### config.mk
export PLATFORM = sky130hd
export DESIGN_NAME = prienc_top
export DESIGN_NICKNAME = d
export VERILOG_FILES = /design/src/rtl/prienc_pkg.sv /design/src/rtl/prienc_ctrl.sv /design/src/rtl/prienc_dp.sv /design/src/rtl/prienc_stage.sv /design/src/rtl/prienc_top.sv
export SDC_FILE = /design/constraint.sdc
export NUM_CORES = 1
export LEC_CHECK = 0
export ABC_AREA = 1
export BUFFER_PORTS_ARGS = -buffer_cell sky130_fd_sc_hd__buf_2
export CAP_MARGIN = 20
export CORE_AREA = 10 10 47 49
export DETAILED_ROUTE_END_ITERATION = 10
export DIE_AREA = 0 0 57 59
export PLACE_DENSITY = 0.3
export SETUP_SLACK_MARGIN = 0.4
export SLEW_MARGIN = 40
export SYNTH_ARGS = -nofsm -noshare
export SYNTH_HDL_FRONTEND = slang
export SYNTH_HIERARCHICAL = 1
export SYNTH_SLANG_ARGS = --single-unit
### constraint.sdc
create_clock -name vclk -period 0.8
set_clock_uncertainty 0.2 [all_clocks]
set_input_delay 0.08 -clock vclk [all_inputs]
set_output_delay 0.08 -clock vclk [all_outputs]
set_load 0.02 [all_outputs]
### src/rtl/prienc_pkg.sv
package prienc_pkg;
  localparam int BASE_WAYS = 8;

  typedef struct packed {
    logic enabled;
    logic anyReq;
  } encStrobe_t;
endpackage

### src/rtl/prienc_ctrl.sv
module prienc_ctrl
  import prienc_pkg::*;
#(
  parameter int WAYS = BASE_WAYS
) (
  input  logic [WAYS-1:0] reqN,
  input  logic            enInN,
  output encStrobe_t      strobe,
  output logic            groupN,
  output logic            enOutN
);
  always_comb begin
    strobe.enabled = ~enInN;
    strobe.anyReq  = ~(&reqN);
    groupN         = ~(strobe.enabled & strobe.anyReq);
    enOutN         = ~(strobe.enabled & ~strobe.anyReq);
  end
endmodule

### src/rtl/prienc_dp.sv
module prienc_dp
  import prienc_pkg::*;
#(
  parameter int WAYS  = BASE_WAYS,
  localparam int IDX_W = $clog2(WAYS)
) (
  input  logic [WAYS-1:0]  reqN,
  input  encStrobe_t       strobe,
  output logic [IDX_W-1:0] codeN
);
  logic [IDX_W-1:0] winIdx;

  // Ascending scan: a later (higher) low input overwrites earlier ones.
  always_comb begin
    winIdx = '0;
    for (int i = 0; i < WAYS; i++) begin
      if (!reqN[i]) winIdx = IDX_W'(i);
    end
  end

  always_comb begin
    if (strobe.enabled && strobe.anyReq) codeN = ~winIdx;
    else                                 codeN = '1;
  end
endmodule

### src/rtl/prienc_stage.sv
module prienc_stage
  import prienc_pkg::*;
#(
  parameter int WAYS  = BASE_WAYS,
  localparam int IDX_W = $clog2(WAYS)
) (
  input  logic [WAYS-1:0]  reqN,
  input  logic             enInN,
  output logic [IDX_W-1:0] codeN,
  output logic             groupN,
  output logic             enOutN
);
  encStrobe_t strobe;

  prienc_ctrl #(.WAYS(WAYS)) ctrl_i (
    .reqN   (reqN),
    .enInN  (enInN),
    .strobe (strobe),
    .groupN (groupN),
    .enOutN (enOutN)
  );

  prienc_dp #(.WAYS(WAYS)) dp_i (
    .reqN   (reqN),
    .strobe (strobe),
    .codeN  (codeN)
  );
endmodule

### src/rtl/prienc_top.sv
module prienc_top
  import prienc_pkg::*;
#(
  parameter bit  CASCADE    = 1'b0,
  parameter int  STAGE_WAYS = BASE_WAYS,
  localparam int SIDX_W     = $clog2(STAGE_WAYS),
  localparam int NUM_REQ    = CASCADE ? 2 * STAGE_WAYS : STAGE_WAYS,
  localparam int CODE_W     = CASCADE ? SIDX_W + 1 : SIDX_W
) (
  input  logic [NUM_REQ-1:0] reqN,
  input  logic               enInN,
  output logic [CODE_W-1:0]  codeN,
  output logic               groupN,
  output logic               enOutN
);
  generate
    if (CASCADE) begin : g_chain
      logic [SIDX_W-1:0] upCode, loCode;
      logic              upGroupN, loGroupN, upEnOutN;

      prienc_stage #(.WAYS(STAGE_WAYS)) upper_i (
        .reqN   (reqN[NUM_REQ-1:STAGE_WAYS]),
        .enInN  (enInN),
        .codeN  (upCode),
        .groupN (upGroupN),
        .enOutN (upEnOutN)
      );

      prienc_stage #(.WAYS(STAGE_WAYS)) lower_i (
        .reqN   (reqN[STAGE_WAYS-1:0]),
        .enInN  (upEnOutN),
        .codeN  (loCode),
        .groupN (loGroupN),
        .enOutN (enOutN)
      );

      assign codeN  = {upGroupN, upCode & loCode};
      assign groupN = upGroupN & loGroupN;
    end else begin : g_single
      prienc_stage #(.WAYS(STAGE_WAYS)) only_i (
        .reqN   (reqN),
        .enInN  (enInN),
        .codeN  (codeN),
        .groupN (groupN),
        .enOutN (enOutN)
      );
    end
  endgenerate
endmodule

==> results of run 1 <==
==> cells in the final DEF (no fill, tap or decap) <==
cell,count
inv_1,1
inv_2,1
nand2_2,4
nand3_2,1
buf_6,10
nor2_4,2
nand2_8,1
inv_4,1
buf_8,4
o21ai_4,2
a21oi_1,1
buf_4,5
buf_2,1
nand2_1,7
nand2_4,4
==> final cells by class <==
cell class / instances / area (µm²)
Fill cell: 157 / 966
Inverter: 3 / 13.8
Multi-Input combinational cell: 22 / 186
Tap cell: 16 / 20.0
Timing Repair Buffer: 20 / 215
==> power groups by stage <==
stage	combinational [mW]	clock, mW	sequential [mW]
final	0.214	0	0
after floorplan	0.0830	0	0
after global routing	0.230	0	0
after detailed placement	0.153	0	0
after CTS	0.209	0	0
after global placement	0.151	0	0
==> cell families (layout without fill, tap and decap cells) <==
| kind of cell | Yosys count | in the layout | synth area share, % |
|---|---|---|---|
| AO/OA/AOI/OAI | 3 | 3 | 13.8 |
| buffers and inverters | 3 | 23 | 10.3 |
| AND/OR/NAND/NOR | 19 | 19 | 75.9 |
==> worst min-delay path: stages <==
cell,delay (ns)
buf_8,0.08
nand2_2,0.06
nand2_4,0.06
buf_6,0.10
==> metrics by stage <==
| stage | setup TNS, ns | hold slack (ns) |
|---|---|---|
| after floorplan | 0 | 0.115 |
| after global placement | -1.42 | 0.388 |
| after detailed placement | -1.43 | 0.385 |
| after CTS | -0.837 | 0.260 |
| after global routing | -1.19 | 0.278 |
| final | -0.863 | 0.263 |
==> worst max path at each step <==
stage                           to  slack (ns)  cells past startpoint     from
after detailed placement  codeN[2]       -0.33                      8  reqN[4]
after global placement    codeN[2]       -0.33                      8  reqN[4]
after global routing      codeN[0]       -0.26                     10  reqN[1]
after CTS                 codeN[2]       -0.20                      8  reqN[7]
final                     codeN[2]       -0.18                      8  reqN[5]
after floorplan           codeN[1]        0.02                      6  reqN[4]
==> layer usage <==
metal	vias to the layer above	global-route usage, %
li1	116	-
met1	98	3.07
met5	-	0
met3	0	1.50
met2	6	6.67
met4	0	0
==> what timing repair did <==
item | 4_1_cts | 5_1_grt
pin swaps | 9 | 6
setup buffers | 0 | 1
resized for setup | 32 | 3
setup endpoints to repair | 5 | 5
cloned | 0 | 0
==> out/results.tsv, run 1 <==
stage	metric	value	unit
layout	drive_gt1_share	80.0	%
setup_path	max_stage_delay	0.13	ns
synthesis	avgSynthCellArea	4.35	µm²
timing	setup_slack	-0.182	ns
timing	max_freq	1020	MHz
power_and_ir_drop	power_frac_clock	0	%
layout	antenna_cells	0	
drt	met3WireLength	65	µm
timing	finalCritPeriodShare	123	%
power_and_ir_drop	seq_power_share	0	%
setup_path	cp_max_fo	3	
die	start_util	7.77	%
layout	nets	56	
drt	met1_length	149	µm
placement	routabilityCongestion	0.640	
power_and_ir_drop	leakage	0.206	nW
worst_hold_path	min_to	codeN[0]	
synthesis	synth_warnings	6	
drt	firstDrtPassIters	2	
die	die_x	57	µm
power_and_ir_drop	p_int	0.116	mW
global_routing	antenna_found_initial	0	
layout	layout.cells.non_filler	61	
placement	place_area	310	µm²
drt	dr_wl_met2	342	µm
worst_hold_path	hold_class	input pin to output pin	
power_and_ir_drop	peakVddDrop	176	µV
setup_path	required	0.52	ns
synthesis	syn_nets	34	
synthesis	yosys.area.top_type	nand2_1	
drt	wire_per_inst	9.11	µm
setup_path	cp.arrival	0.70	ns
synthesis	ys_seq_area_share	0	%
die	die_y	59	µm
setup_path	crit_path_start_kind	input pin	
drt	routed_wl	556	µm
layout	fin_area	435	µm²
layout	nFlopsAndLatches	0	
die	rows	14	
run_status	violations	setup timing	
power_and_ir_drop	p_total	0.214	mW
placement	numPortBuffers	14	
timing	period_needed	0.982	ns
layout	fin_util	31.1	%
timing	maxSlewHeadroom	82.9	%
power_and_ir_drop	pwr-share-comb	100.0	%
placement	hpwl	498	µm
layout	clockBufferCount	0	
layout	syn_to_final_growth	300	%
power_and_ir_drop	power_per_cell_area	491	mW/mm²
layout	regArea	0	µm²
timing	hold_violations	0	
drt	drt.antenna.violating_nets	0	
synthesis	synthCells	25	
synthesis	yosysUniqueCellTypes	7	
cts	cts-hold-fix-buffers	0	
synthesis	yosysTopAreaCellShare	48.3	%
drt	drtIter0Drc	2	
global_routing	grt_pass1_vias	236	
timing	setup_viol	5	
setup_path	crit_family	simple AND/OR/NAND/NOR gates	
die	fp.dieArea	0.00336	mm²
setup_path	path_class	input pin to output pin	
global_routing	grt_pass1_wl	979	µm
drt	top_layer	met3	
setup_path	path_cells	buf_8, nand2_8, nor2_4, nand2_2, nand2_2, inv_4, o21ai_4, buf_6	
synthesis	synth_area_leaders	nand2_1 48%, nand2_2 11%, nor2_2 11%	
placement	dp_worst_setup_slack	-0.333	ns
worst_hold_path	hold_path.startpoint	reqN[7]	
timing	rsz0062_at_grt	yes	
drt	viasPerCell	3.61	
power_and_ir_drop	swShare	45.5	%
run	maxCapViolations	0	
placement	dp_cells	60	
synthesis	synth_common_cells	14 x nand2_1, 3 x inv_1, 2 x nand2_2, 2 x nor2_2, 2 x o21ai_0	
run_status	status	finished, violations left	
global_routing	grt_usage	3.28	%
global_routing	grt_max_degree	4	
power_and_ir_drop	p_sw	0.0973	mW
die	ioPinCount	14	
synthesis	syn_area	109	µm²
timing	worstMarginPinSlew	0.256	ns
synthesis	synth.most_common_cell	nand2_1	
setup_path	end_kind	output pin	
timing	drv_slew	0	
setup_path	cp_common_cell	nand2_2	
setup_path	worst-path-buf-inv	3	
drt	vias	220	
setup_path	slowest_stage	buf_6	
drt	drc	0	
global_routing	overflow	0	
die	coreArea	0.00140	mm²
worst_hold_path	hold_depth	4	
(Power assumes the default switching activity.)
==> run 2, diff against run 1 <==
--- a/config.mk
+++ b/config.mk
@@ -8,10 +8,12 @@
 export ABC_AREA = 1
 export BUFFER_PORTS_ARGS = -buffer_cell sky130_fd_sc_hd__buf_2
 export CAP_MARGIN = 20
+export CELL_PAD_IN_SITES_DETAIL_PLACEMENT = 1
+export CELL_PAD_IN_SITES_GLOBAL_PLACEMENT = 1
 export CORE_AREA = 10 10 47 49
 export DETAILED_ROUTE_END_ITERATION = 10
 export DIE_AREA = 0 0 57 59
-export PLACE_DENSITY = 0.3
+export PLACE_DENSITY = 0.46
 export SETUP_SLACK_MARGIN = 0.4
 export SLEW_MARGIN = 40
 export SYNTH_ARGS = -nofsm -noshare
==> run 2 against run 1 <==
  * The run still ends with setup timing left
  * Cell count decreased by 3.3%
  * Routed wire length increased by 17%
  * Via count decreased by 1.4%
  * Utilization decreased by 1.1 points
  * Critical path depth increased by 2
  * Flip-flop and latch count unchanged
  * First-iteration DRC count decreased by 100%
  * Worst setup slack got worse by 0.023 ns
  * Count of clock-buffer cells in the layout unchanged
  * Total power decreased by 0.68%
  * Hold slack improved by 0.0034 ns
  * Global-route usage increased by 0.53 points
  * Largest cell class unchanged
  * Largest power group unchanged
==> out/results.tsv, run 2 (synthesis results as in run 1) <==
stage	metric	value	unit	change
die	die_y	59	µm	unchanged
placement	dp_worst_setup_slack	-0.325	ns	was -0.333 ns
global_routing	grt_pass1_vias	250		was 236
setup_path	cp.arrival	0.72	ns	was 0.70 ns
layout	layout_common_cells	10 x buf_6, 7 x nand2_1, 4 x nand2_4, 4 x nand2_2, 4 x buf_8		was 10 x buf_6, 7 x nand2_1, 5 x buf_4
layout	nFlopsAndLatches	0		unchanged
global_routing	grt_pass1_wl	1.12	mm	was 979 µm
timing	hold_violations	0		unchanged
setup_path	crit_path_start_kind	input pin		unchanged
timing	worstMarginPinSlew	0.258	ns	was 0.256 ns
power_and_ir_drop	peakVddDrop	178	µV	was 176 µV
layout	fin_area	420	µm²	was 435 µm²
run_status	status	finished, violations left		unchanged
drt	drc	0		unchanged
drt	top_layer	met3		unchanged
die	die_x	57	µm	unchanged
die	start_util	7.77	%	unchanged
timing	finalCritPeriodShare	126	%	was 123%
global_routing	antenna_found_initial	0		unchanged
die	ioPinCount	14		unchanged
drt	routed_wl	648	µm	was 556 µm
timing	setup_viol	5		unchanged
placement	place_area	303	µm²	was 310 µm²
drt	dr_wl_met2	266	µm	was 342 µm
layout	syn_to_final_growth	286	%	was 300%
drt	met1_length	296	µm	was 149 µm
layout	antenna_cells	0		unchanged
run_status	violations	setup timing		unchanged
cts	cts_setup_buffers	0		unchanged
placement	numPortBuffers	14		unchanged
timing	period_needed	1.00	ns	was 0.982 ns
drt	drt.antenna.violating_nets	0		unchanged
placement	hpwl	532	µm	was 498 µm
drt	viasPerCell	3.68		was 3.61
die	coreArea	0.00140	mm²	unchanged
timing	maxSlewHeadroom	82.8	%	was 82.9%
global_routing	grt_usage	3.80	%	was 3.28%
setup_path	path_class	input pin to output pin		unchanged
worst_hold_path	hold_class	input pin to output pin		unchanged
layout	regArea	0	µm²	unchanged
drt	met3WireLength	85	µm	was 65 µm
layout	fillerInstances	174		was 157
layout	nets	54		was 56
timing	drv_slew	0		unchanged
drt	firstDrtPassIters	1		was 2
layout	drive_gt1_share	79.1	%	was 80.0%
timing	rsz0062_at_grt	yes		unchanged
power_and_ir_drop	p_total	0.212	mW	was 0.214 mW
global_routing	overflow	0		unchanged
power_and_ir_drop	power_per_cell_area	505	mW/mm²	was 491 mW/mm²
setup_path	required	0.52	ns	about the same
timing	max_freq	995	MHz	was 1020 MHz
global_routing	grt_max_degree	4		unchanged
timing	setup_slack	-0.205	ns	was -0.182 ns
power_and_ir_drop	leakage	0.196	nW	was 0.206 nW
layout	layout.cells.most_common	buf_6		unchanged
drt	vias	217		was 220
drt	drtIter0Drc	0		was 2
setup_path	end_kind	output pin		unchanged
die	fp.dieArea	0.00336	mm²	unchanged
drt	wire_per_inst	11.0	µm	was 9.11 µm
die	rows	14		unchanged
cts	cts-hold-fix-buffers	0		unchanged
layout	clockBufferCount	0		unchanged
setup_path	cp_max_fo	2		was 3
layout	fin_util	30.0	%	was 31.1%
placement	routabilityCongestion	0.593		was 0.640
run	maxCapViolations	0		unchanged
-- run 2: cell types whose count changed in the layout (fill, tap and decap cells not counted), sizes merged --
cell,delta
buf,-2
-- run 2: report_power, final --
| group | internal [mW] | total [mW] | switching (mW) |
|---|---|---|---|
| clock | 0 | 0 | 0 |
| sequential | 0 | 0 | 0 |
| combinational | 0.113 | 0.212 | 0.0989 |
-- run 2: path summary, 6_finish.rpt --
kind | start | end | cells after the start
setup / recovery | reqN[1] | codeN[0] | 10
hold / removal | reqN[7] | codeN[0] | 4
-- run 2: layer usage --
layer	vias up	track usage, %
met5	-	0
met4	0	0
met3	0	1.93
met2	13	6.51
met1	91	4.39
li1	113	-
-- run 2: worst max-delay path: stages --
cell and delay (ns):
buf_8 0.10, inv_2 0.03, nand2_1 0.04, nand2_1 0.06
nand2_1 0.06, nand2_1 0.06, nand2_1 0.06, nand2_2 0.07
nand2_4 0.05, buf_6 0.12
-- run 2: stage by stage --
step	hold slack, ns	setup TNS, ns	instances
2_1_floorplan	0.115	0	25
3_3_place_gp	0.393	-1.41	59
3_5_place_dp	0.392	-1.42	59
4_1_cts	0.270	-0.912	59
5_1_grt	0.284	-1.21	59
6_report	0.267	-0.871	59
-- run 2: final cells by class --
class,count,area (µm²),share of cell area (%)
Timing Repair Buffer,18,200,47.6
Multi-Input combinational cell,22,186,44.3
Tap cell,16,20.0,4.76
Inverter,3,13.8,3.27
-- run 2: repair_timing --
action	4_1_cts	5_1_grt
gates resized for setup	27	8
setup endpoints to repair	5	5
pin swaps	7	4
hold endpoints to repair	0	0
==> run 3, diff against run 2 <==
--- a/config.mk
+++ b/config.mk
@@ -7,16 +7,14 @@
 export LEC_CHECK = 0
 export ABC_AREA = 1
 export BUFFER_PORTS_ARGS = -buffer_cell sky130_fd_sc_hd__buf_2
-export CAP_MARGIN = 20
 export CELL_PAD_IN_SITES_DETAIL_PLACEMENT = 1
 export CELL_PAD_IN_SITES_GLOBAL_PLACEMENT = 1
 export CORE_AREA = 10 10 47 49
 export DETAILED_ROUTE_END_ITERATION = 10
 export DIE_AREA = 0 0 57 59
-export PLACE_DENSITY = 0.46
+export PLACE_DENSITY = 0.44
 export SETUP_SLACK_MARGIN = 0.4
 export SLEW_MARGIN = 40
 export SYNTH_ARGS = -nofsm -noshare
 export SYNTH_HDL_FRONTEND = slang
-export SYNTH_HIERARCHICAL = 1
 export SYNTH_SLANG_ARGS = --single-unit
==> run 3 against run 2 <==
  * Flip-flop and latch count is the same
  * The run still ends with setup timing left
  * Cell area shrank 4.5%
  * Critical path type unchanged
  * Combinational power hardly changed
  * Critical endpoint unchanged
  * Non-clock buffer count decreased by 1
  * Cell count down 8.5%
  * Synthesized area fell by 5.7%
  * Global-route usage down 0.57 points
  * Routed wire length fell by 13%
==> out/results.tsv, run 3 <==
stage	metric	value	unit	change
run_status	status	finished, violations left		unchanged
run_status	violations	setup timing		unchanged
timing	drv_slew	0		unchanged
timing	worstMarginPinSlew	0.168	ns	was 0.258 ns
layout	multiInputGateArea	170	µm²	was 186 µm²
layout	clockBufferCount	0		unchanged
run	maxCapViolations	0		unchanged
layout	fillerInstances	174		unchanged
die	coreArea	0.00140	mm²	unchanged
layout	syn_to_final_growth	291	%	was 286%
layout	nets	49		was 54
layout	nFlopsAndLatches	0		unchanged
global_routing	grt_pass1_wl	945	µm	was 1.12 mm
global_routing	grt_pass1_vias	235		was 250
die	ioPinCount	14		unchanged
drt	drtIter0Drc	1		was 0
worst_hold_path	hold_class	input pin to output pin		unchanged
power_and_ir_drop	power_per_cell_area	523	mW/mm²	was 505 mW/mm²
timing	period_needed	0.978	ns	was 1.00 ns
synthesis	yosysTopAreaCellShare	32.9	%	was 48.3%
layout	fin_area	402	µm²	was 420 µm²
setup_path	cp.arrival	0.70	ns	was 0.72 ns
die	fp.dieArea	0.00336	mm²	unchanged
drt	drc	0		unchanged
power_and_ir_drop	leakage	0.177	nW	was 0.196 nW
timing	max_freq	1020	MHz	was 995 MHz
timing	finalCritPeriodShare	122	%	was 126%
synthesis	synth_area_leaders	nand2_1 33%, nand2_2 12%, nor2_2 12%		was nand2_1 48%, nand2_2 11%, nor2_2 11%
synthesis	synth_warnings	0		was 6
synthesis	synthCells	21		was 25
timing	rsz0062_at_grt	yes		unchanged
placement	hpwl	455	µm	was 532 µm
layout	layout_common_cells	10 x buf_6, 6 x nand2_1, 5 x buf_8		was 10 x buf_6, 7 x nand2_1, 4 x nand2_4, 4 x nand2_2, 4 x buf_8
die	start_util	7.32	%	was 7.77%
placement	numPortBuffers	14		unchanged
synthesis	synth_common_cells	9 x nand2_1, 3 x inv_1, 2 x nand2_2, 2 x nor2_2		was 14 x nand2_1, 3 x inv_1, 2 x nand2_2, 2 x nor2_2, 2 x o21ai_0
timing	setup_viol	5		unchanged
synthesis	syn_area	103	µm²	was 109 µm²
setup_path	crit_path_start_kind	input pin		unchanged
layout	drive_gt1_share	78.9	%	was 79.1%
power_and_ir_drop	p_total	0.210	mW	was 0.212 mW
synthesis	syn_nets	30		was 34
drt	vias	198		was 217
synthesis	yosys.area.top_type	nand2_1		unchanged
synthesis	yosysUniqueCellTypes	9		was 7
layout	regArea	0	µm²	unchanged
drt	routed_wl	562	µm	was 648 µm
die	rows	14		unchanged
placement	place_area	260	µm²	was 303 µm²
layout	antenna_cells	0		unchanged
global_routing	antenna_found_initial	0		unchanged
setup_path	cp_max_fo	2		unchanged
synthesis	ys_seq_area_share	0	%	unchanged
setup_path	end_kind	output pin		unchanged
timing	hold_violations	0		unchanged
die	die_x	57	µm	unchanged
synthesis	synth.most_common_cell	nand2_1		unchanged
timing	setup_slack	-0.178	ns	was -0.205 ns
drt	drt.antenna.violating_nets	0		unchanged
drt	viasPerCell	3.67		was 3.68
drt	wire_per_inst	10.4	µm	was 11.0 µm
global_routing	grt_usage	3.23	%	was 3.80%
die	die_y	59	µm	unchanged
synthesis	avgSynthCellArea	4.89	µm²	was 4.35 µm²
timing	maxSlewHeadroom	88.7	%	was 82.8%
layout	layout.cells.most_common	buf_6		unchanged
placement	dp_worst_setup_slack	-0.237	ns	was -0.325 ns
global_routing	grt_max_degree	4		unchanged
setup_path	path_class	input pin to output pin		unchanged
drt	firstDrtPassIters	2		was 1
setup_path	required	0.52	ns	about the same
placement	routabilityCongestion	0.729		was 0.593
global_routing	overflow	0		unchanged
power_and_ir_drop	peakVddDrop	188	µV	was 178 µV
## run 3: cell types whose count changed after synthesis, sizes merged
cell,previous run,this run
nand2,16,11
a21oi,1,2
## run 3: what timing repair did
action,CTS,global route
buffers inserted,0,1
gates resized for setup,30,5
hold buffers,0,0
endpoints found under the setup margin,5,5
pin swaps,7,2
## run 3: where the power goes
part / total (mW) / internal (mW) / switching, mW
Combinational: 0.210 / 0.116 / 0.0942
Clock: 0 / 0 / 0
Sequential: 0 / 0 / 0
Total: 0.210 / 0.116 / 0.0942
## run 3: metal layers
metal / vias to the layer above / global-route usage [%] / routed length (µm)
met5: - / 0 / 0
met4: 0 / 0 / 0
met3: 0 / 1.72 / 73
met2: 9 / 6.20 / 279
met1: 89 / 3.18 / 209
li1: 100 / - / -
## run 3: worst max-delay path, stage by stage
cell     delay, ns
buf_8         0.10
inv_2         0.03
nand2_1       0.04
nand2_1       0.05
nand2_1       0.05
nand2_1       0.05
nand2_1       0.05
nand2_1       0.07
nand2_2       0.05
buf_6         0.13
## run 3: cells by family (layout without fill, tap and decap cells)
kind of cell	Yosys count	after routing	share of synthesized area, %
AOI/OAI and AO/OA	4	4	26.8
buffers and inverters	3	20	11.0
and+or+nand+nor	14	14	62.2
## run 3: path summary, 6_finish.rpt
check,start,end,slack (ns),cells past startpoint
max,reqN[1],codeN[0],-0.18,10
min,enInN,groupN,0.27,4
## run 3: stage by stage
step	hold WS (ns)	std cells	util, %	TNS (ns)
after detailed placement	0.304	53	18.6	-0.981
after global placement	0.302	53	18.6	-0.977
after floorplan	0.0675	21	-	0
after CTS	0.268	53	26.5	-0.637
final	0.269	54	28.7	-0.627
after global routing	0.286	54	28.7	-0.846
## run 3: cell type report
cell class         instances  area share [%]
repair buffers            17            49.8
well taps                 16            4.98
multi-input cells         18            42.4
inverters                  3            2.80
